**src/rtl/s2m_rx_pkg.sv**
```systemverilog
package s2m_rx_pkg;
  localparam logic [7:0] OFF_CTRL = 8'h00;
  localparam logic [7:0] OFF_STAT = 8'h04;
  localparam logic [7:0] OFF_BASE = 8'h18;
  localparam logic [7:0] OFF_LEN  = 8'h28;

  localparam int CTRL_SRST_BIT = 2;
  localparam int STAT_IDLE_BIT = 1;
  localparam int STAT_ERR_BIT  = 4;
  localparam int STAT_DONE_BIT = 12;

  typedef enum logic [1:0] {
    ST_IDLE = 2'd0,
    ST_RUN  = 2'd1,
    ST_HALT = 2'd2
  } rx_state_e;
endpackage

```
**src/rtl/s2m_rx_csr.sv**
```systemverilog
module s2m_rx_csr
  import s2m_rx_pkg::*;
#(
  parameter int ADDR_W = 32,
  parameter int LEN_W  = 26,
  parameter int REG_AW = 8,
  parameter int REG_DW = 32
) (
  input  logic              clk_i,
  input  logic              rst_ni,
  input  logic              wr_i,
  input  logic [REG_AW-1:0] waddr_i,
  input  logic [REG_DW-1:0] wdata_i,
  input  logic [REG_AW-1:0] raddr_i,
  output logic [REG_DW-1:0] rdata_o,
  output logic [ADDR_W-1:0] base_o,
  output logic              arm_o,
  output logic [LEN_W-1:0]  arm_len_o,
  output logic              srst_o,
  output logic              done_clr_o,
  input  logic [LEN_W-1:0]  len_i,
  input  logic              idle_i,
  input  logic              err_i,
  input  logic              done_i
);
  logic [ADDR_W-1:0] base_q;

  assign arm_o      = wr_i && (waddr_i == REG_AW'(OFF_LEN));
  assign arm_len_o  = wdata_i[LEN_W-1:0];
  assign srst_o     = wr_i && (waddr_i == REG_AW'(OFF_CTRL)) && wdata_i[CTRL_SRST_BIT];
  assign done_clr_o = wr_i && (waddr_i == REG_AW'(OFF_STAT)) && wdata_i[STAT_DONE_BIT];
  assign base_o     = base_q;

  always_ff @(posedge clk_i or negedge rst_ni) begin
    if (!rst_ni)                                         base_q <= '0;
    else if (srst_o)                                     base_q <= '0;
    else if (wr_i && (waddr_i == REG_AW'(OFF_BASE)))     base_q <= wdata_i[ADDR_W-1:0];
  end

  always_comb begin
    rdata_o = '0;
    unique case (raddr_i)
      REG_AW'(OFF_STAT): begin
        rdata_o[STAT_IDLE_BIT] = idle_i;
        rdata_o[STAT_ERR_BIT]  = err_i;
        rdata_o[STAT_DONE_BIT] = done_i;
      end
      REG_AW'(OFF_BASE): rdata_o[ADDR_W-1:0] = base_q;
      REG_AW'(OFF_LEN):  rdata_o[LEN_W-1:0]  = len_i;
      default:           rdata_o = '0;
    endcase
  end

  // soft reset wipes the base register
  p_srst_clears_base_r9: assert property (@(posedge clk_i) disable iff (!rst_ni)
    srst_o |=> (base_q == '0));
endmodule

```
**src/rtl/s2m_rx_engine.sv**
```systemverilog
module s2m_rx_engine
  import s2m_rx_pkg::*;
#(
  parameter int ADDR_W = 32,
  parameter int LEN_W  = 26,
  parameter int DATA_W = 64
) (
  input  logic              clk_i,
  input  logic              rst_ni,
  input  logic              arm_i,
  input  logic [LEN_W-1:0]  arm_len_i,
  input  logic              srst_i,
  input  logic              done_clr_i,
  input  logic [ADDR_W-1:0] base_i,
  input  logic              s_tvalid_i,
  output logic              s_tready_o,
  input  logic [DATA_W-1:0] s_tdata_i,
  input  logic              s_tlast_i,
  output logic              mem_valid_o,
  input  logic              mem_ready_i,
  output logic [ADDR_W-1:0] mem_addr_o,
  output logic [DATA_W-1:0] mem_data_o,
  output logic [LEN_W-1:0]  len_o,
  output logic              idle_o,
  output logic              err_o,
  output logic              done_o
);
  localparam int BYTES = DATA_W / 8;
  localparam int BSH   = $clog2(BYTES);

  rx_state_e         state_q;
  logic [LEN_W-1:0]  cnt_q, len_q;
  logic [ADDR_W-1:0] base_q;
  logic              err_q, done_q;
  logic [LEN_W:0]    cnt_nxt;
  logic              run, fits, fire;

  assign run     = (state_q == ST_RUN);
  assign cnt_nxt = {1'b0, cnt_q} + (LEN_W+1)'(BYTES);
  assign fits    = (cnt_nxt <= {1'b0, len_q});
  // an overflowing beat is dropped, so it need not wait on memory
  assign s_tready_o  = run && (fits ? mem_ready_i : 1'b1);
  assign mem_valid_o = run && s_tvalid_i && fits;
  assign mem_addr_o  = base_q + ADDR_W'(cnt_q);
  assign mem_data_o  = s_tdata_i;
  assign fire        = s_tvalid_i && s_tready_o;

  assign len_o  = len_q;
  assign idle_o = !run;
  assign err_o  = err_q;
  assign done_o = done_q;

  always_ff @(posedge clk_i or negedge rst_ni) begin
    if (!rst_ni) begin
      state_q <= ST_IDLE;
      cnt_q   <= '0;
      len_q   <= '0;
      base_q  <= '0;
      err_q   <= 1'b0;
      done_q  <= 1'b0;
    end else if (srst_i) begin
      state_q <= ST_IDLE;
      cnt_q   <= '0;
      len_q   <= '0;
      base_q  <= '0;
      err_q   <= 1'b0;
      done_q  <= 1'b0;
    end else begin
      if (done_clr_i) done_q <= 1'b0;
      unique case (state_q)
        ST_IDLE: if (arm_i) begin
          if (arm_len_i == '0) begin
            err_q   <= 1'b1;
            state_q <= ST_HALT;
          end else begin
            len_q   <= arm_len_i;
            base_q  <= base_i;
            cnt_q   <= '0;
            state_q <= ST_RUN;
          end
        end
        ST_RUN: if (fire) begin
          if (!fits) begin
            err_q   <= 1'b1;
            state_q <= ST_HALT;
          end else begin
            cnt_q <= cnt_nxt[LEN_W-1:0];
            if (s_tlast_i) begin
              len_q   <= cnt_nxt[LEN_W-1:0];
              done_q  <= 1'b1;
              state_q <= ST_IDLE;
            end
          end
        end
        default: ;
      endcase
    end
  end

  p_idle_no_ready_r2: assert property (@(posedge clk_i) disable iff (!rst_ni)
    (state_q != ST_RUN) |-> !s_tready_o);

  p_arm_starts_r3: assert property (@(posedge clk_i) disable iff (!rst_ni)
    (state_q == ST_IDLE && arm_i && !srst_i && arm_len_i != '0) |=> run);

  p_done_len_r5: assert property (@(posedge clk_i) disable iff (!rst_ni)
    $rose(done_q) |-> (len_q != '0 && len_q[BSH-1:0] == '0 && state_q == ST_IDLE));

  p_overrun_halts_r7: assert property (@(posedge clk_i) disable iff (!rst_ni)
    (run && fire && !mem_valid_o && !srst_i) |=> (err_q && state_q == ST_HALT));

  p_zero_len_r8: assert property (@(posedge clk_i) disable iff (!rst_ni)
    (state_q == ST_IDLE && arm_i && !srst_i && arm_len_i == '0) |=> (err_q && !s_tready_o));

  p_backpressure_r11: assert property (@(posedge clk_i) disable iff (!rst_ni)
    (mem_valid_o && !mem_ready_i) |-> !s_tready_o);

  p_busy_len_hold_r12: assert property (@(posedge clk_i) disable iff (!rst_ni)
    (run && arm_i && !fire && !srst_i) |=> $stable(len_q));
endmodule

```
**src/rtl/s2m_rx_chan.sv**
```systemverilog
module s2m_rx_chan
  import s2m_rx_pkg::*;
#(
  parameter int ADDR_W = 32,
  parameter int LEN_W  = 26,
  parameter int DATA_W = 64,
  parameter int REG_AW = 8,
  parameter int REG_DW = 32
) (
  input  logic              clk_i,
  input  logic              rst_ni,
  input  logic              reg_wr_i,
  input  logic [REG_AW-1:0] reg_waddr_i,
  input  logic [REG_DW-1:0] reg_wdata_i,
  input  logic [REG_AW-1:0] reg_raddr_i,
  output logic [REG_DW-1:0] reg_rdata_o,
  input  logic              s_tvalid_i,
  output logic              s_tready_o,
  input  logic [DATA_W-1:0] s_tdata_i,
  input  logic              s_tlast_i,
  output logic              mem_valid_o,
  input  logic              mem_ready_i,
  output logic [ADDR_W-1:0] mem_addr_o,
  output logic [DATA_W-1:0] mem_data_o
);
  logic [ADDR_W-1:0] base;
  logic              arm, srst, done_clr, idle, err, done;
  logic [LEN_W-1:0]  arm_len, len;

  s2m_rx_csr #(
    .ADDR_W(ADDR_W), .LEN_W(LEN_W), .REG_AW(REG_AW), .REG_DW(REG_DW)
  ) csr_i (
    .clk_i, .rst_ni,
    .wr_i(reg_wr_i), .waddr_i(reg_waddr_i), .wdata_i(reg_wdata_i),
    .raddr_i(reg_raddr_i), .rdata_o(reg_rdata_o),
    .base_o(base), .arm_o(arm), .arm_len_o(arm_len),
    .srst_o(srst), .done_clr_o(done_clr),
    .len_i(len), .idle_i(idle), .err_i(err), .done_i(done)
  );

  s2m_rx_engine #(
    .ADDR_W(ADDR_W), .LEN_W(LEN_W), .DATA_W(DATA_W)
  ) eng_i (
    .clk_i, .rst_ni,
    .arm_i(arm), .arm_len_i(arm_len), .srst_i(srst), .done_clr_i(done_clr),
    .base_i(base),
    .s_tvalid_i, .s_tready_o, .s_tdata_i, .s_tlast_i,
    .mem_valid_o, .mem_ready_i, .mem_addr_o, .mem_data_o,
    .len_o(len), .idle_o(idle), .err_o(err), .done_o(done)
  );
endmodule

```
**config.mk**
```make
export PLATFORM = sky130hd
export DESIGN_NAME = s2m_rx_chan
export DESIGN_NICKNAME = d
export VERILOG_FILES = /design/src/rtl/s2m_rx_pkg.sv /design/src/rtl/s2m_rx_csr.sv /design/src/rtl/s2m_rx_engine.sv /design/src/rtl/s2m_rx_chan.sv
export SDC_FILE = /design/constraint.sdc
export NUM_CORES = 1
export LEC_CHECK = 0
export BUFFER_PORTS_ARGS = -buffer_cell sky130_fd_sc_hd__clkbuf_2
export CAP_MARGIN = 20
export CORE_MARGIN = 8
export CORE_UTILIZATION = 50
export CTS_CLUSTER_DIAMETER = 100
export DETAILED_ROUTE_END_ITERATION = 10
export GPL_TIMING_DRIVEN = 1
export PLACE_DENSITY = 0.78
export SYNTH_ARGS = -nofsm -noshare
export SYNTH_HDL_FRONTEND = slang
export SYNTH_SLANG_ARGS = --single-unit
```
**constraint.sdc**
```tcl
create_clock -name clk_i -period 5.65 [get_ports clk_i]
set_input_delay 1.695 -clock clk_i [delete_from_list [all_inputs] [get_ports clk_i]]
set_output_delay 1.695 -clock clk_i [all_outputs]
set_load 0.005 [all_outputs]
```
Word level (Yosys, flattened, before mapping)
Index checks and enable logic that the tools add are counted.
Widths: inputs -> output; s select.
{"block": "classes", "addsub": 2, "order_cmp": 1, "n_eq_ne": 16, "mux": 47, "n_reduce_logical": 23}
{"op": "$mux 26", "n": 11}
{"op": "$mux 32", "n": 6}
{"op": "$pmux 26 s2", "n": 2}
{"op": "$add 32x26->32", "n": 1}
{"op": "$add 26x4->27 const B", "n": 1}
{"op": "$le 27x26->1", "n": 1}
{"op": "$logic_not 26->1", "n": 1}
{"op": "$pmux 13 s2", "n": 1}
{"op": "$ne 3x3->1 const B", "n": 6}
{"op": "$eq 8x3->1 const B", "n": 2}
{"op": "$eq 8x5->1 const B", "n": 2}
{"op": "$eq 8x6->1 const B", "n": 2}
{"op": "$pmux 7 s2", "n": 1}
{"op": "$mux 1", "n": 12}
{"op": "$mux 2", "n": 6}
{"op": "$logic_and 1x1->1", "n": 10}
{"op": "$reduce_and 5->1", "n": 2}
{"op": "$pmux 1 s3", "n": 3}
{"op": "$logic_not 8->1", "n": 1}
{"op": "$pmux 2 s2", "n": 2}
{"op": "$mux 6", "n": 1}
{"op": "$reduce_and 6->1", "n": 1}
{"op": "$reduce_bool 2->1", "n": 3}
{"op": "$ne 4x4->1 const B", "n": 1}
{"op": "9 further kinds", "n": 10}
{"block": "word_totals", "regBits": 120, "in_bits": 118, "out_inout_bits": 130, "wordCells": 96}

Longest topological paths before layout
Gate-level depths: netlist of run 1.
{"block": "logic_depth", "ltp_word": 9, "ltp_mapped": 18, "mapped_depth_nobuf": 17}

Cells and area by module
From an unflattened synthesis of run 1, not the netlist that was laid out.
{"block": "unflattened", "hier_cells": 969, "area_unflattened_um2": 8728.4}
{"module": "s2m_rx_engine", "instances": 1, "cells_each": 727, "area_per_inst_um2": 6396.1}
{"module": "s2m_rx_csr", "instances": 1, "cells_each": 242, "area_per_inst_um2": 2332.2}

Worst setup path after synthesis of run 1
No wires, ideal clock.
{"block": "synth_timing", "kind": "reg2out", "startpoint": "register eng_i.cnt_q[3]", "endpoint": "output port s_tready_o", "arrival_time_ns": 3.021, "required_ns": 3.955, "slack_ns": 0.934, "stages_incl_launch_ff": 15, "cell_sequence": "dfrtp_1 > ha_1 > and2_1 > nand4_1 > nor2_1 > nand3_1 > xor2_1 > inv_1 > ha_1 > nand4_1 > nor4_4 > nand2_2 > mux2_4 > a21oi_1 > nor2_1"}
{"block": "synth_via", "elab_chain_cells": 4}
{"item": "from (decl)", "line_no": "s2m_rx_engine.sv:32", "source": "logic [LEN_W-1:0] cnt_q, len_q;"}
{"item": "from (signal assigned)", "line_no": "s2m_rx_engine.sv:87", "source": "cnt_q <= cnt_nxt[LEN_W-1:0];"}
{"item": "$add 26x4->27", "line_no": "s2m_rx_engine.sv:39", "source": "assign cnt_nxt = {1'b0, cnt_q} + (LEN_W+1)'(BYTES);"}
{"item": "$le 27x26->1", "line_no": "s2m_rx_engine.sv:40", "source": "assign fits = (cnt_nxt <= {1'b0, len_q});"}
{"item": "$mux 1", "line_no": "s2m_rx_engine.sv:42", "source": "assign s_tready_o = run && (fits ? mem_ready_i : 1'b1);"}
{"item": "$logic_and 1x1->1", "line_no": "s2m_rx_engine.sv:42"}
{"item": "to (decl)", "line_no": "s2m_rx_chan.sv:18", "source": "output logic s_tready_o,"}
No other way between the ends.

Final worst setup path of run 1
{"block": "layout_timing", "startpoint": "register eng_i.cnt_q[7]", "endpoint": "output port s_tready_o"}
Same word-level chain as after synthesis.

==> Flow_metrics.wiki, run 1 <==
{| class="wikitable"
! Metric !! Value
|-
| Count of cell types in the netlist || 69
|-
| Fmax || 184.1 MHz
|-
| Relative area change from synthesis to final layout || 12.16%
|-
| Worst path required time || 3.95 ns
|-
| Async set or reset register ratio after synthesis || 100.0%
|-
| Die area || 20540 sq um
|-
| Category of the most critical setup path || flip-flop to primary output
|-
| Number of antenna violations at the first check in global routing || 0
|-
| Cell types with the largest area share after synthesis || sky130_fd_sc_hd__dfrtp_1 (36%), sky130_fd_sc_hd__ha_1 (7.3%), sky130_fd_sc_hd__buf_4 (6.4%), sky130_fd_sc_hd__a22o_1 (6.4%), sky130_fd_sc_hd__nand2_1 (6.3%)
|-
| Reg clk slew, reported paths || 0.06 ns
|-
| Sequential share of the synthesized area || 36.12%
|-
| Arrival time at the worst endpoint || 3.74 ns
|-
| Total via count in the routed design || 7020
|-
| Number of synthesized flops with an enable pin || 0
|-
| Library cell with the largest summed area after synthesis || sky130_fd_sc_hd__dfrtp_1
|-
| Global-route usage over all layers || 22.49%
|-
| Buffer depth of the longest clock path || 2
|-
| Count of H-tree levels built during CTS || 4
|-
| YS warnings || 0
|-
| Half-perimeter wire length of the detailed placement result || 16670 um
|-
| Reg2reg start || eng_i.cnt_q[7]
|-
| Maximum number of pins on one net before global-route repair || 53
|-
| Dominant register cell in the synthesized netlist || sky130_fd_sc_hd__dfrtp_1
|-
| Vias in the first global route || 6919
|-
| WL final || 23140 um
|-
| Final setup TNS || 0 ns
|-
| Number of endpoints with negative hold slack in the final report || 0
|-
| Termination of the worst setup path || s_tready_o
|-
| M2 GR Usage || 35.86%
|-
| Post-detailed-route count of antenna-violating nets || 0
|-
| Number of clock buffers inserted by TritonCTS || 17
|-
| Power Dens Cells || 277.2 nW/um^2
|-
| Worst-case register-to-register setup slack || 1.24 ns
|-
| Number of nets at the end of the flow || 1123
|-
| Die height || 143.3 um
|-
| Aggregate global routing overflow || 0
|-
| Startpoint type of the worst setup path || flip-flop
|-
| Met3 routing resource usage after global routing || 6.138%
|-
| Layout cell share with drive strength beyond 1 || 22.55%
|-
| Max-cap violation count || 0
|-
| Number of iterations in the first detailed-routing pass || 6
|-
| Cell area after synthesis || 8105 sq um
|-
| CTS Hold Buffers Added || 0
|-
| Average wire per standard cell || 19.50 um
|-
| Setup-failing EPs final || 0
|-
| Standard-cell rows || 46
|-
| Max-slew violation count || 0
|-
| Measured slew at the worst slew-check pin || 0.6953 ns
|-
| Run status || complete, no violations
|-
| Syn avg cell area || 8.917 sq um
|-
| Clock Root Buffer || sky130_fd_sc_hd__clkbuf_16
|-
| Design Power || 2.520 mW
|-
| Total leakage power || 4.816 nW
|-
| DRC Markers || 0
|-
| Shortest period the worst path allows || 5.433 ns
|-
| I/O pin count || 248
|-
| Slew Limit Headroom || 53.65%
|-
| First-pass GRT wire length || 36150 um
|-
| Post-layout utilization of the core || 57.23%
|-
| Terminus of the critical flop-to-flop path || eng_i.cnt_q[3]
|-
| Share of the synthesized area in the top cell type || 36.12%
|-
| Clock Skews || 0.01042 ns
|-
| Synthesized instance count || 909
|-
| Met1 layer usage reported by global route || 28.62%
|-
| CTS tree || done
|-
| Max Fanout on Critical Path || 5
|-
| Number of violations reported at the end of detailed-routing iteration 0 || 574
|-
| Clock latency on the worst-skew pair || 0.43 ns
|-
| Initial Util || 51.02%
|-
| Maximum resistive drop on vdd || 0.2645 mV
|-
| Port Buffer Count || 119
|-
| Hold WC Path Type || flip-flop to flip-flop
|-
| Number of nets produced by synthesis || 1074
|-
| Avg Vias per Cell || 5.914
|-
| Period utilisation layout || 96.15%
|-
| Worst Reg-to-Reg Cells || 15
|-
| Horizontal extent of the die || 143.3 um
|-
| Capturing element type of the critical path || primary output
|-
| Number of sinks handled by clock tree synthesis || 117
|-
| Busiest metal layer after global routing || met2
|-
| Final Wtd Congestion || 0.9057
|-
| Floorplan core area || 15890 sq um
|-
| Crit path launch || eng_i.cnt_q[7]
|-
| Synth Register Bits || 117
|-
| Number of diodes added for antenna fixing || 0
|}
[cells in the final DEF, fill, tap and decap left out, types with 4 or more instances in the layout]
cell type / n
sky130_fd_sc_hd__nor4_1: 8
sky130_fd_sc_hd__clkbuf_2: 118
sky130_fd_sc_hd__xor2_1: 21
sky130_fd_sc_hd__xnor2_1: 14
sky130_fd_sc_hd__a22o_1: 59
sky130_fd_sc_hd__o2bb2ai_2: 9
sky130_fd_sc_hd__mux2_2: 5
sky130_fd_sc_hd__inv_1: 46
sky130_fd_sc_hd__o21ai_0: 17
sky130_fd_sc_hd__nand2b_1: 6
sky130_fd_sc_hd__a211oi_1: 4
sky130_fd_sc_hd__buf_4: 20
sky130_fd_sc_hd__nor2_1: 42
sky130_fd_sc_hd__and3_1: 12
sky130_fd_sc_hd__clkinv_2: 5
sky130_fd_sc_hd__nand4_1: 15
sky130_fd_sc_hd__nand2_1: 136
sky130_fd_sc_hd__dfrtp_1: 115
sky130_fd_sc_hd__o211ai_1: 14
sky130_fd_sc_hd__mux2i_1: 16
sky130_fd_sc_hd__and2_1: 14
sky130_fd_sc_hd__clkinvlp_4: 4
sky130_fd_sc_hd__a21oi_1: 58
sky130_fd_sc_hd__o21a_1: 6
sky130_fd_sc_hd__a21boi_0: 4
sky130_fd_sc_hd__a21o_1: 10
sky130_fd_sc_hd__a311o_1: 4
sky130_fd_sc_hd__and4_1: 5
sky130_fd_sc_hd__nand3_1: 38
sky130_fd_sc_hd__ha_1: 46
sky130_fd_sc_hd__clkbuf_16: 17
sky130_fd_sc_hd__nor3_1: 13
[area by class of cell]
class | count | area (sq um)
well taps | 216 | 270.3
inverters | 47 | 176.4
multi-input cells | 637 | 4388
fillers | 1392 | 6794
clock buffers | 19 | 452.9
repair buffers | 138 | 740.7
flip-flops and latches | 117 | 2930
clock inverters | 13 | 132.6
[logic make-up (layout without fill, tap and decap cells)]
family	Yosys count	after routing	synth area share, %
AND/OR/NAND/NOR	320	320	19.48
AO/OA/AOI/OAI	213	213	19.82
buffers and inverters	155	217	10.68
flip-flops	117	117	36.12
adder cells (fa/ha/maj)	47	47	7.255
XOR/XNOR	35	35	3.782
multiplexers	22	22	2.856
[synth_stat cells, types with 4 or more instances]
cell type / count
sky130_fd_sc_hd__a311o_1: 4
sky130_fd_sc_hd__o21a_1: 6
sky130_fd_sc_hd__a211oi_1: 4
sky130_fd_sc_hd__a21boi_0: 4
sky130_fd_sc_hd__buf_4: 69
sky130_fd_sc_hd__o2bb2ai_2: 9
sky130_fd_sc_hd__nor3_1: 13
sky130_fd_sc_hd__xor2_1: 21
sky130_fd_sc_hd__dfrtp_1: 117
sky130_fd_sc_hd__nor4_1: 10
sky130_fd_sc_hd__and3_1: 13
sky130_fd_sc_hd__clkbuf_1: 31
sky130_fd_sc_hd__o211ai_1: 14
sky130_fd_sc_hd__ha_1: 47
sky130_fd_sc_hd__a21oi_1: 60
sky130_fd_sc_hd__inv_1: 46
sky130_fd_sc_hd__nand2b_1: 6
sky130_fd_sc_hd__mux2_2: 5
sky130_fd_sc_hd__and4_1: 5
sky130_fd_sc_hd__o21ai_0: 18
sky130_fd_sc_hd__a22o_1: 59
sky130_fd_sc_hd__mux2i_1: 16
sky130_fd_sc_hd__and2_1: 15
sky130_fd_sc_hd__a21o_1: 10
sky130_fd_sc_hd__nor2b_1: 5
sky130_fd_sc_hd__nand3_1: 38
sky130_fd_sc_hd__nand4_1: 15
sky130_fd_sc_hd__xnor2_1: 14
sky130_fd_sc_hd__nor2_1: 43
sky130_fd_sc_hd__nand2_1: 136
[metrics by stage]
stage	worst slack (ns)	hold slack (ns)	cell area, sq um	cells
6_report	0.2174	0.4963	9091	1187
5_1_grt	-0.03751	0.5123	9091	1187
4_1_cts	0.05354	0.4980	9005	1183
3_5_place_dp	0.3421	0.4853	8398	1150
3_3_place_gp	0.4037	0.4776	8398	1150
2_1_floorplan	0.9337	0.4606	8105	909
[worst max-delay path, stage by stage, from the launching register on]
cell	delay, ns
sky130_fd_sc_hd__dfrtp_1	0.43
sky130_fd_sc_hd__and3_1	0.27
sky130_fd_sc_hd__nand3_1	0.21
sky130_fd_sc_hd__nor2b_4	0.24
sky130_fd_sc_hd__and3_1	0.19
sky130_fd_sc_hd__xnor2_1	0.13
sky130_fd_sc_hd__inv_1	0.08
sky130_fd_sc_hd__ha_1	0.30
sky130_fd_sc_hd__nand4_1	0.28
sky130_fd_sc_hd__nor4_4	0.37
sky130_fd_sc_hd__nand2_2	0.09
sky130_fd_sc_hd__mux2_4	0.32
sky130_fd_sc_hd__a21oi_4	0.18
sky130_fd_sc_hd__nor2_1	0.07
sky130_fd_sc_hd__clkbuf_2	0.14
[timing repair]
action / 4_1_cts / 5_1_grt
resized for setup: 4 / 13
setup buffers: 1 / 4
endpoints found under the setup margin: 2 / 7
pin swaps: 1 / 6
[registers in the layout (all words and copies together), names as in the netlist]
register	flops
csr_i.base_o	32
eng_i.base_q	32
eng_i.len_o	26
eng_i.cnt_q	23
eng_i.state_q	2
eng_i.done_o	1
eng_i.err_o	1
[worst min-delay path by stage]
stage	cells past startpoint	slack, ns	endpoint	start
2_1_floorplan	2	0.46	eng_i.base_q[31]	csr_i.base_o[31]
3_3_place_gp	2	0.48	eng_i.base_q[17]	eng_i.base_q[17]
3_5_place_dp	2	0.49	eng_i.base_q[10]	eng_i.base_q[10]
4_1_cts	2	0.50	eng_i.base_q[18]	eng_i.base_q[18]
5_1_grt	2	0.51	eng_i.base_q[10]	eng_i.base_q[10]
6_report	2	0.50	eng_i.base_q[10]	eng_i.base_q[10]
[layer usage]
| layer | part of all wire (%) | wire length [um] | vias to the layer above |
|---|---|---|---|
| li1 | - | - | 3282 |
| met5 | 0 | 0 | - |
| met3 | 7.7 | 1792 | 49 |
| met4 | 2.4 | 561 | 0 |
| met2 | 48 | 11030 | 276 |
| met1 | 42 | 9756 | 3413 |
[where the power goes]
group	switching (mW)	internal, mW
registers	0.0671	0.915
logic	0.274	0.193
clock network	0.404	0.667
total	0.746	1.77
No activity file was read; power rests on OpenSTA's default activity.
==> run 2, diff against run 1 <==
- MAX_ROUTING_LAYER: default -> met4
- SLEW_MARGIN: default -> 20
==> Flow_metrics.wiki, run 2 (synthesis gave the netlist of run 1 again) <==
{| class="wikitable"
! Metric !! Value
|-
| Run status || complete, no violations (unchanged)
|-
| Number of violations reported at the end of detailed-routing iteration 0 || 615 (was 574)
|-
| Total leakage power || 4.837 nW (was 4.816 nW)
|-
| WL final || 23440 um (was 23140 um)
|-
| Arrival time at the worst endpoint || 3.87 ns (was 3.74 ns)
|-
| Max Fanout on Critical Path || 6 (was 5)
|-
| Maximum number of pins on one net before global-route repair || 47 (was 53)
|-
| Final Wtd Congestion || 0.9295 (was 0.9057)
|-
| Crit path depth || 15 (was 14)
|-
| Max incr delay on CP || 0.42 ns (was 0.43 ns)
|-
| Number of clock buffers inserted by TritonCTS || 17 (unchanged)
|-
| Capturing element type of the critical path || primary output (unchanged)
|-
| Most common cell type on the critical path || sky130_fd_sc_hd__nand4_1 (was sky130_fd_sc_hd__and3_1)
|-
| Reg2reg start || eng_i.cnt_q[3] (was eng_i.cnt_q[7])
|-
| Period utilisation layout || 98.41% (was 96.15%)
|-
| Total via count in the routed design || 7052 (was 7020)
|-
| Worst-case register-to-register setup slack || 1.08 ns (was 1.24 ns)
|-
| Number of antenna violations at the first check in global routing || 0 (unchanged)
|-
| Worst path required time || 3.95 ns (about the same)
|-
| I/O pin count || 248 (unchanged)
|-
| Terminus of the critical flop-to-flop path || eng_i.cnt_q[3] (unchanged)
|-
| Hold WC Path Type || flip-flop to flip-flop (unchanged)
|-
| Average wire per standard cell || 19.75 um (was 19.50 um)
|-
| Most frequent cells in the layout || sky130_fd_sc_hd__nand2_1 (136), sky130_fd_sc_hd__clkbuf_2 (118), sky130_fd_sc_hd__dfrtp_1 (115) (unchanged)
|-
| RSZ-0062 raised after global routing || yes
|-
| Number of nets at the end of the flow || 1123 (unchanged)
|-
| Clock Skews || 0.006948 ns (was 0.01042 ns)
|-
| Dpl ws || 0.3357 ns (was 0.3421 ns)
|-
| Worst Setup Slack, final || 0.08994 ns (was 0.2174 ns)
|-
| Power Dens Cells || 287.5 nW/um^2 (was 277.2 nW/um^2)
|-
| Global-route usage over all layers || 23.49% (was 22.49%)
|-
| Number of diodes added for antenna fixing || 0 (unchanged)
|-
| Minimum hold slack || 0.4944 ns (was 0.4963 ns)
|-
| Crit-path slowest cell || sky130_fd_sc_hd__dfrtp_2 (was sky130_fd_sc_hd__dfrtp_1)
|-
| List of cells traversed by the critical path || ha_2 -> and2_1 -> nand4_1 -> nor2_4 -> nand3_1 -> xor2_1 -> inv_1 -> ha_1 -> nand4_1 -> nor4_4 -> nand2_2 -> mux2_4 -> a21oi_4 -> nor2_1 -> clkbuf_2 (was and3_1 -> nand3_1 -> nor2b_4 -> and3_1 -> xnor2_1 -> inv_1 -> ha_1 -> nand4_1 -> nor4_4 -> nand2_2 -> mux2_4 -> a21oi_4 -> nor2_1 -> clkbuf_2)
|-
| Worst path bufs/invs || 2 (unchanged)
|-
| CTS tree || done (unchanged)
|-
| Measured slew at the worst slew-check pin || 0.6968 ns (was 0.6953 ns)
|-
| Shortest period the worst path allows || 5.560 ns (was 5.433 ns)
|-
| Summed area of non-filler cells in the final layout || 9141 sq um (was 9091 sq um)
|-
| Relative area change from synthesis to final layout || 12.78% (was 12.16%)
|-
| Category of the most critical setup path || flip-flop to primary output (unchanged)
|-
| Crit path launch || eng_i.cnt_q[3] (was eng_i.cnt_q[7])
|-
| Most frequent standard cell in the layout excluding fill and tap cells || sky130_fd_sc_hd__nand2_1 (unchanged)
|-
| Number of endpoints with negative hold slack in the final report || 0 (unchanged)
|-
| Buffer depth of the longest clock path || 2 (unchanged)
|-
| Avg Vias per Cell || 5.941 (was 5.914)
|-
| Clock latency on the worst-skew pair || 0.42 ns (was 0.43 ns)
|-
| Setup-failing EPs final || 0 (unchanged)
|-
| Vias in the first global route || 6927 (was 6919)
|-
| Startpoint of the most critical hold path || eng_i.base_q[10] (unchanged)
|-
| Fmax || 179.9 MHz (was 184.1 MHz)
|-
| Initial Util || 51.02% (unchanged)
|-
| Max-cap violation count || 0 (unchanged)
|-
| Port Buffer Count || 119 (unchanged)
|-
| Delay-heaviest family, CP || simple AND/OR/NAND/NOR gates (unchanged)
|-
| Floorplan core area || 15890 sq um (unchanged)
|-
| Startpoint type of the worst setup path || flip-flop (unchanged)
|-
| Placed cell areas || 8391 sq um (was 8398 sq um)
|-
| First-pass GRT wire length || 36650 um (was 36150 um)
|-
| Number of iterations in the first detailed-routing pass || 5 (was 6)
|-
| Slew Limit Headroom || 53.42% (was 53.65%)
|-
| Die area || 20540 sq um (unchanged)
|-
| Post-detailed-route count of antenna-violating nets || 0 (unchanged)
|-
| DRC Markers || 0 (unchanged)
|-
| Worst Reg-to-Reg Cells || 17 (was 15)
|-
| Clock Root Buffer || sky130_fd_sc_hd__clkbuf_16 (unchanged)
|-
| Max-slew violation count || 0 (unchanged)
|-
| Standard-cell rows || 46 (unchanged)
|-
| Count of H-tree levels built during CTS || 4 (unchanged)
|-
| Number of sinks handled by clock tree synthesis || 117 (unchanged)
|-
| Termination of the worst setup path || s_tready_o (unchanged)
|-
| Reg clk slew, reported paths || 0.06 ns (about the same)
|-
| Die height || 143.3 um (unchanged)
|-
| Horizontal extent of the die || 143.3 um (unchanged)
|-
| Aggregate global routing overflow || 0 (unchanged)
|-
| Maximum resistive drop on vdd || 0.2390 mV (was 0.2645 mV)
|-
| Layout cell share with drive strength beyond 1 || 22.45% (was 22.55%)
|-
| Half-perimeter wire length of the detailed placement result || 16680 um (was 16670 um)
|-
| Post-layout utilization of the core || 57.55% (was 57.23%)
|}
## run 2: cell count changes in the layout (fill, tap and decap cells not counted), sizes merged
cell / previous run / this run
clkinv: 7 / 3
bufinv: 2 / 5
inv: 47 / 48
## run 2: metrics by stage
step	TNS, ns	power (mW)	cells
after floorplan	0	1.328	909
after global placement	0	1.420	1149
after detailed placement	0	1.430	1149
after CTS	0	2.626	1183
after global routing	-0.1679	2.729	1187
final	0	2.628	1187
## run 2: power breakdown
group	total (mW)	switching, mW	internal [mW]	leakage, nW
Combinational	0.456	0.270	0.186	2.98
Clock	1.19	0.396	0.791	0.305
Sequential	0.985	0.0703	0.915	1.56
## run 2: cell type report
cell class	instances	area (sq um)
sequential	117	2930
inverter	47	176.4
multi-input combinational	637	4377
tap	216	270.3
timing repair buffer	138	740.7
clock inverter	13	203.9
clock buffer	19	442.9
fill	1400	6744
## run 2: layer usage
metal	track usage, %	share of wire [%]	routed length, um
met1	29.54	43	9981
met2	36.61	47	11130
met3	5.309	7.3	1711
met4	8.412	2.7	623
met5	-	0	0
## run 2: worst min-delay path by stage
| stage | cells after the start | slack, ns | end |
|---|---|---|---|
| floorplan | 2 | 0.46 | eng_i.base_q[31] |
| global placement | 2 | 0.48 | eng_i.base_q[28] |
| detailed placement | 2 | 0.49 | eng_i.base_q[18] |
| CTS | 2 | 0.50 | eng_i.base_q[18] |
| global route | 2 | 0.52 | eng_i.base_q[10] |
| finish | 2 | 0.49 | eng_i.base_q[10] |
## run 2: repair_timing
item | 4_1_cts | 5_1_grt
pin swaps | 2 | 6
hold buffers | 0 | 0
setup endpoints to repair | 2 | 8
setup buffers | 2 | 4
gates resized for setup | 4 | 12
## run 2: worst reg2reg max path, delay by kind of cell (launching register included)
kind,cells,cell delay (ns)
fa+ha+maj,2,0.51
xor+xnor,1,0.21
buf+inv,3,0.51
compound gates,4,1.30
mux,1,0.29
flops,1,0.42
simple gates,6,1.24
==> run 3, diff against run 2 <==
- SETUP_SLACK_MARGIN: default -> 0.2
==> Flow_metrics.wiki, run 3 (synthesis gave the netlist of run 1 again) <==
{| class="wikitable"
! Metric !! Value
|-
| Max incr delay on CP || 0.44 ns (was 0.42 ns)
|-
| Reg2reg start || eng_i.cnt_q[4] (was eng_i.cnt_q[3])
|-
| Fmax || 181.7 MHz (was 179.9 MHz)
|-
| Die height || 143.3 um (unchanged)
|-
| WL final || 23800 um (was 23440 um)
|-
| Post-layout utilization of the core || 58.44% (was 57.55%)
|-
| Psw || 0.7460 mW (was 0.7360 mW)
|-
| Most frequent cells in the layout || sky130_fd_sc_hd__nand2_1 (136), sky130_fd_sc_hd__clkbuf_2 (118), sky130_fd_sc_hd__dfrtp_1 (113) (was sky130_fd_sc_hd__nand2_1 (136), sky130_fd_sc_hd__clkbuf_2 (118), sky130_fd_sc_hd__dfrtp_1 (115))
|-
| Relative contribution of combinational cells to total power || 17.9% (was 17.4%)
|-
| Category of the most critical setup path || flip-flop to primary output (unchanged)
|-
| Terminus of the critical flop-to-flop path || eng_i.len_o[16] (was eng_i.cnt_q[3])
|-
| Startpoint of the most critical hold path || eng_i.base_q[10] (unchanged)
|-
| Total leakage power || 4.912 nW (was 4.837 nW)
|-
| Vias in the first global route || 6955 (was 6927)
|-
| Port Buffer Count || 119 (unchanged)
|-
| Average wire per standard cell || 19.85 um (was 19.75 um)
|-
| Total via count in the routed design || 7163 (was 7052)
|-
| Fillers || 1382 (was 1400)
|-
| Layout cell share with drive strength beyond 1 || 24.11% (was 22.45%)
|-
| Clock Root Buffer || sky130_fd_sc_hd__clkbuf_16 (unchanged)
|-
| I/O pin count || 248 (unchanged)
|-
| Worst path required time || 3.95 ns (about the same)
|-
| Setup-failing EPs final || 0 (unchanged)
|-
| Aggregate global routing overflow || 0 (unchanged)
|-
| Standard-cell rows || 46 (unchanged)
|-
| CTS Hold Buffers Added || 0 (unchanged)
|-
| Maximum number of pins on one net before global-route repair || 47 (unchanged)
|-
| Buffer depth of the longest clock path || 2 (unchanged)
|-
| Floorplan core area || 15890 sq um (unchanged)
|-
| Hold WC Path Type || flip-flop to flip-flop (unchanged)
|-
| Power Dens Cells || 285.2 nW/um^2 (was 287.5 nW/um^2)
|-
| Startpoint type of the worst setup path || flip-flop (unchanged)
|-
| Maximum resistive drop on vdd || 0.2383 mV (was 0.2390 mV)
|-
| Post-detailed-route count of antenna-violating nets || 0 (unchanged)
|-
| Clock latency on the worst-skew pair || 0.43 ns (was 0.42 ns)
|-
| Number of iterations in the first detailed-routing pass || 5 (unchanged)
|-
| Slew Limit Headroom || 53.50% (was 53.42%)
|-
| Flop pwr share || 37.2% (was 37.5%)
|-
| Avg Vias per Cell || 5.974 (was 5.941)
|-
| Reg clk slew, reported paths || 0.06 ns (about the same)
|-
| CTS tree || done (unchanged)
|-
| RSZ-0062 raised after global routing || yes (unchanged)
|-
| Most frequent standard cell in the layout excluding fill and tap cells || sky130_fd_sc_hd__nand2_1 (unchanged)
|-
| Number of violations reported at the end of detailed-routing iteration 0 || 613 (was 615)
|-
| Worst Reg-to-Reg Cells || 20 (was 17)
|-
| Number of instances in the placed design || 1149 (unchanged)
|-
| Clock Skews || 0.009381 ns (was 0.006948 ns)
|-
| Horizontal extent of the die || 143.3 um (unchanged)
|-
| Count of H-tree levels built during CTS || 4 (unchanged)
|-
| Crit path launch || eng_i.cnt_q[4] (was eng_i.cnt_q[3])
|-
| Clock Power Share || 44.9% (was 45.2%)
|-
| Final Wtd Congestion || 0.9295 (unchanged)
|-
| Initial Util || 51.02% (unchanged)
|-
| Relative area change from synthesis to final layout || 14.53% (was 12.78%)
|-
| Max-slew violation count || 0 (unchanged)
|-
| Number of endpoints with negative hold slack in the final report || 0 (unchanged)
|-
| Capturing element type of the critical path || primary output (unchanged)
|-
| List of cells traversed by the critical path || ha_4 -> and2_4 -> nand4_1 -> nor2_4 -> nand4_1 -> xor2_1 -> inv_1 -> ha_1 -> nand4_1 -> nor4_4 -> nand2_2 -> mux2_4 -> a21oi_4 -> nor2_1 -> clkbuf_2 (was ha_2 -> and2_1 -> nand4_1 -> nor2_4 -> nand3_1 -> xor2_1 -> inv_1 -> ha_1 -> nand4_1 -> nor4_4 -> nand2_2 -> mux2_4 -> a21oi_4 -> nor2_1 -> clkbuf_2)
|-
| Number of nets at the end of the flow || 1135 (was 1123)
|-
| Internal power || 1.902 mW (was 1.892 mW)
|-
| Worst-case register-to-register setup slack || 1.15 ns (was 1.08 ns)
|-
| Half-perimeter wire length of the detailed placement result || 16680 um (unchanged)
|-
| Die area || 20540 sq um (unchanged)
|-
| Max Fanout on Critical Path || 5 (was 6)
|-
| Most common cell type on the critical path || sky130_fd_sc_hd__nand4_1 (unchanged)
|-
| Number of clock buffers inserted by TritonCTS || 17 (unchanged)
|-
| Worst hold endpoint || eng_i.base_q[10] (unchanged)
|-
| Measured slew at the worst slew-check pin || 0.6967 ns (was 0.6968 ns)
|-
| DRC Markers || 0 (unchanged)
|-
| Number of sinks handled by clock tree synthesis || 117 (unchanged)
|-
| Crit-path slowest cell || sky130_fd_sc_hd__dfrtp_1 (was sky130_fd_sc_hd__dfrtp_2)
|-
| Switching part of the total || 28.17% (was 28.00%)
|-
| Run status || complete, no violations (unchanged)
|-
| First-pass GRT wire length || 36800 um (was 36650 um)
|-
| Cell count of the worst hold path || 2 (unchanged)
|-
| Final setup TNS || 0 ns (unchanged)
|-
| Global-route usage over all layers || 23.56% (was 23.49%)
|-
| Shortest period the worst path allows || 5.504 ns (was 5.560 ns)
|-
| Max-cap violation count || 0 (unchanged)
|-
| Number of diodes added for antenna fixing || 0 (unchanged)
|-
| Arrival time at the worst endpoint || 3.81 ns (was 3.87 ns)
|-
| Post-route insts no fill || 1199 (was 1187)
|-
| Period utilisation layout || 97.41% (was 98.41%)
|-
| Number of antenna violations at the first check in global routing || 0 (unchanged)
|}
## run 3: metal layers
layer / global-route usage [%] / wire length [um] / vias to the layer above
met5: - / 0 / -
met1: 29.60 / 9949 / 3486
met4: 8.412 / 583 / 0
met2: 36.78 / 11390 / 316
met3: 5.309 / 1875 / 51
li1: - / - / 3310
## run 3: final cells by class
type                    count  area, sq um  area share, %
well taps                 216        270.3          2.911
inverters                  47        176.4          1.901
flip-flops and latches    117         2933          31.59
clock buffers              19        442.9          4.772
repair buffers            150        830.8          8.950
multi-input cells         637         4425          47.67
clock inverters            13        203.9          2.197
## run 3: per-stage QoR
step           hold WS (ns)  power [mW]  area [sq um]  setup slack, ns
2_1_floorplan        0.4606       1.328          8105           0.9337
3_3_place_gp         0.4764       1.420          8391           0.4270
3_5_place_dp         0.4850       1.430          8391           0.3357
4_1_cts              0.4969       2.631          9105           0.1299
5_1_grt              0.5214       2.745          9283          0.04076
6_report             0.4957       2.648          9283           0.1461
## run 3: repair_timing
item                                    CTS  global route
gates resized for setup                   7            20
endpoints found under the setup margin    7             9
setup buffers                             5            13
pin swaps                                 5             9
## run 3: worst max-delay path by stage
stage	endpoint	slack [ns]	cells past startpoint
floorplan	s_tready_o	0.93	14
global placement	s_tready_o	0.43	14
detailed placement	s_tready_o	0.34	15
CTS	s_tready_o	0.13	15
global route	s_tready_o	0.04	15
finish	s_tready_o	0.15	15
## run 3: worst max-delay path: cells and delay by family (launching register included)
kind	cells	cell delay [ns]
AOI/OAI and AO/OA	1	0.19
xor gates and xnor gates	1	0.23
adders and majority gates	2	0.48
buffers and inverters	2	0.24
DFF	1	0.44
muxes	1	0.33
and+or+nand+nor	8	1.48
## run 3: power by group through the flow
| stage | Clock, mW | Sequential, mW | Combinational [mW] |
|---|---|---|---|
| after global placement | 0 | 0.989 | 0.431 |
| after detailed placement | 0 | 0.994 | 0.435 |
| after CTS | 1.20 | 0.982 | 0.454 |
| after floorplan | 0 | 0.968 | 0.360 |
| after global routing | 1.23 | 0.993 | 0.520 |
| final | 1.19 | 0.984 | 0.475 |
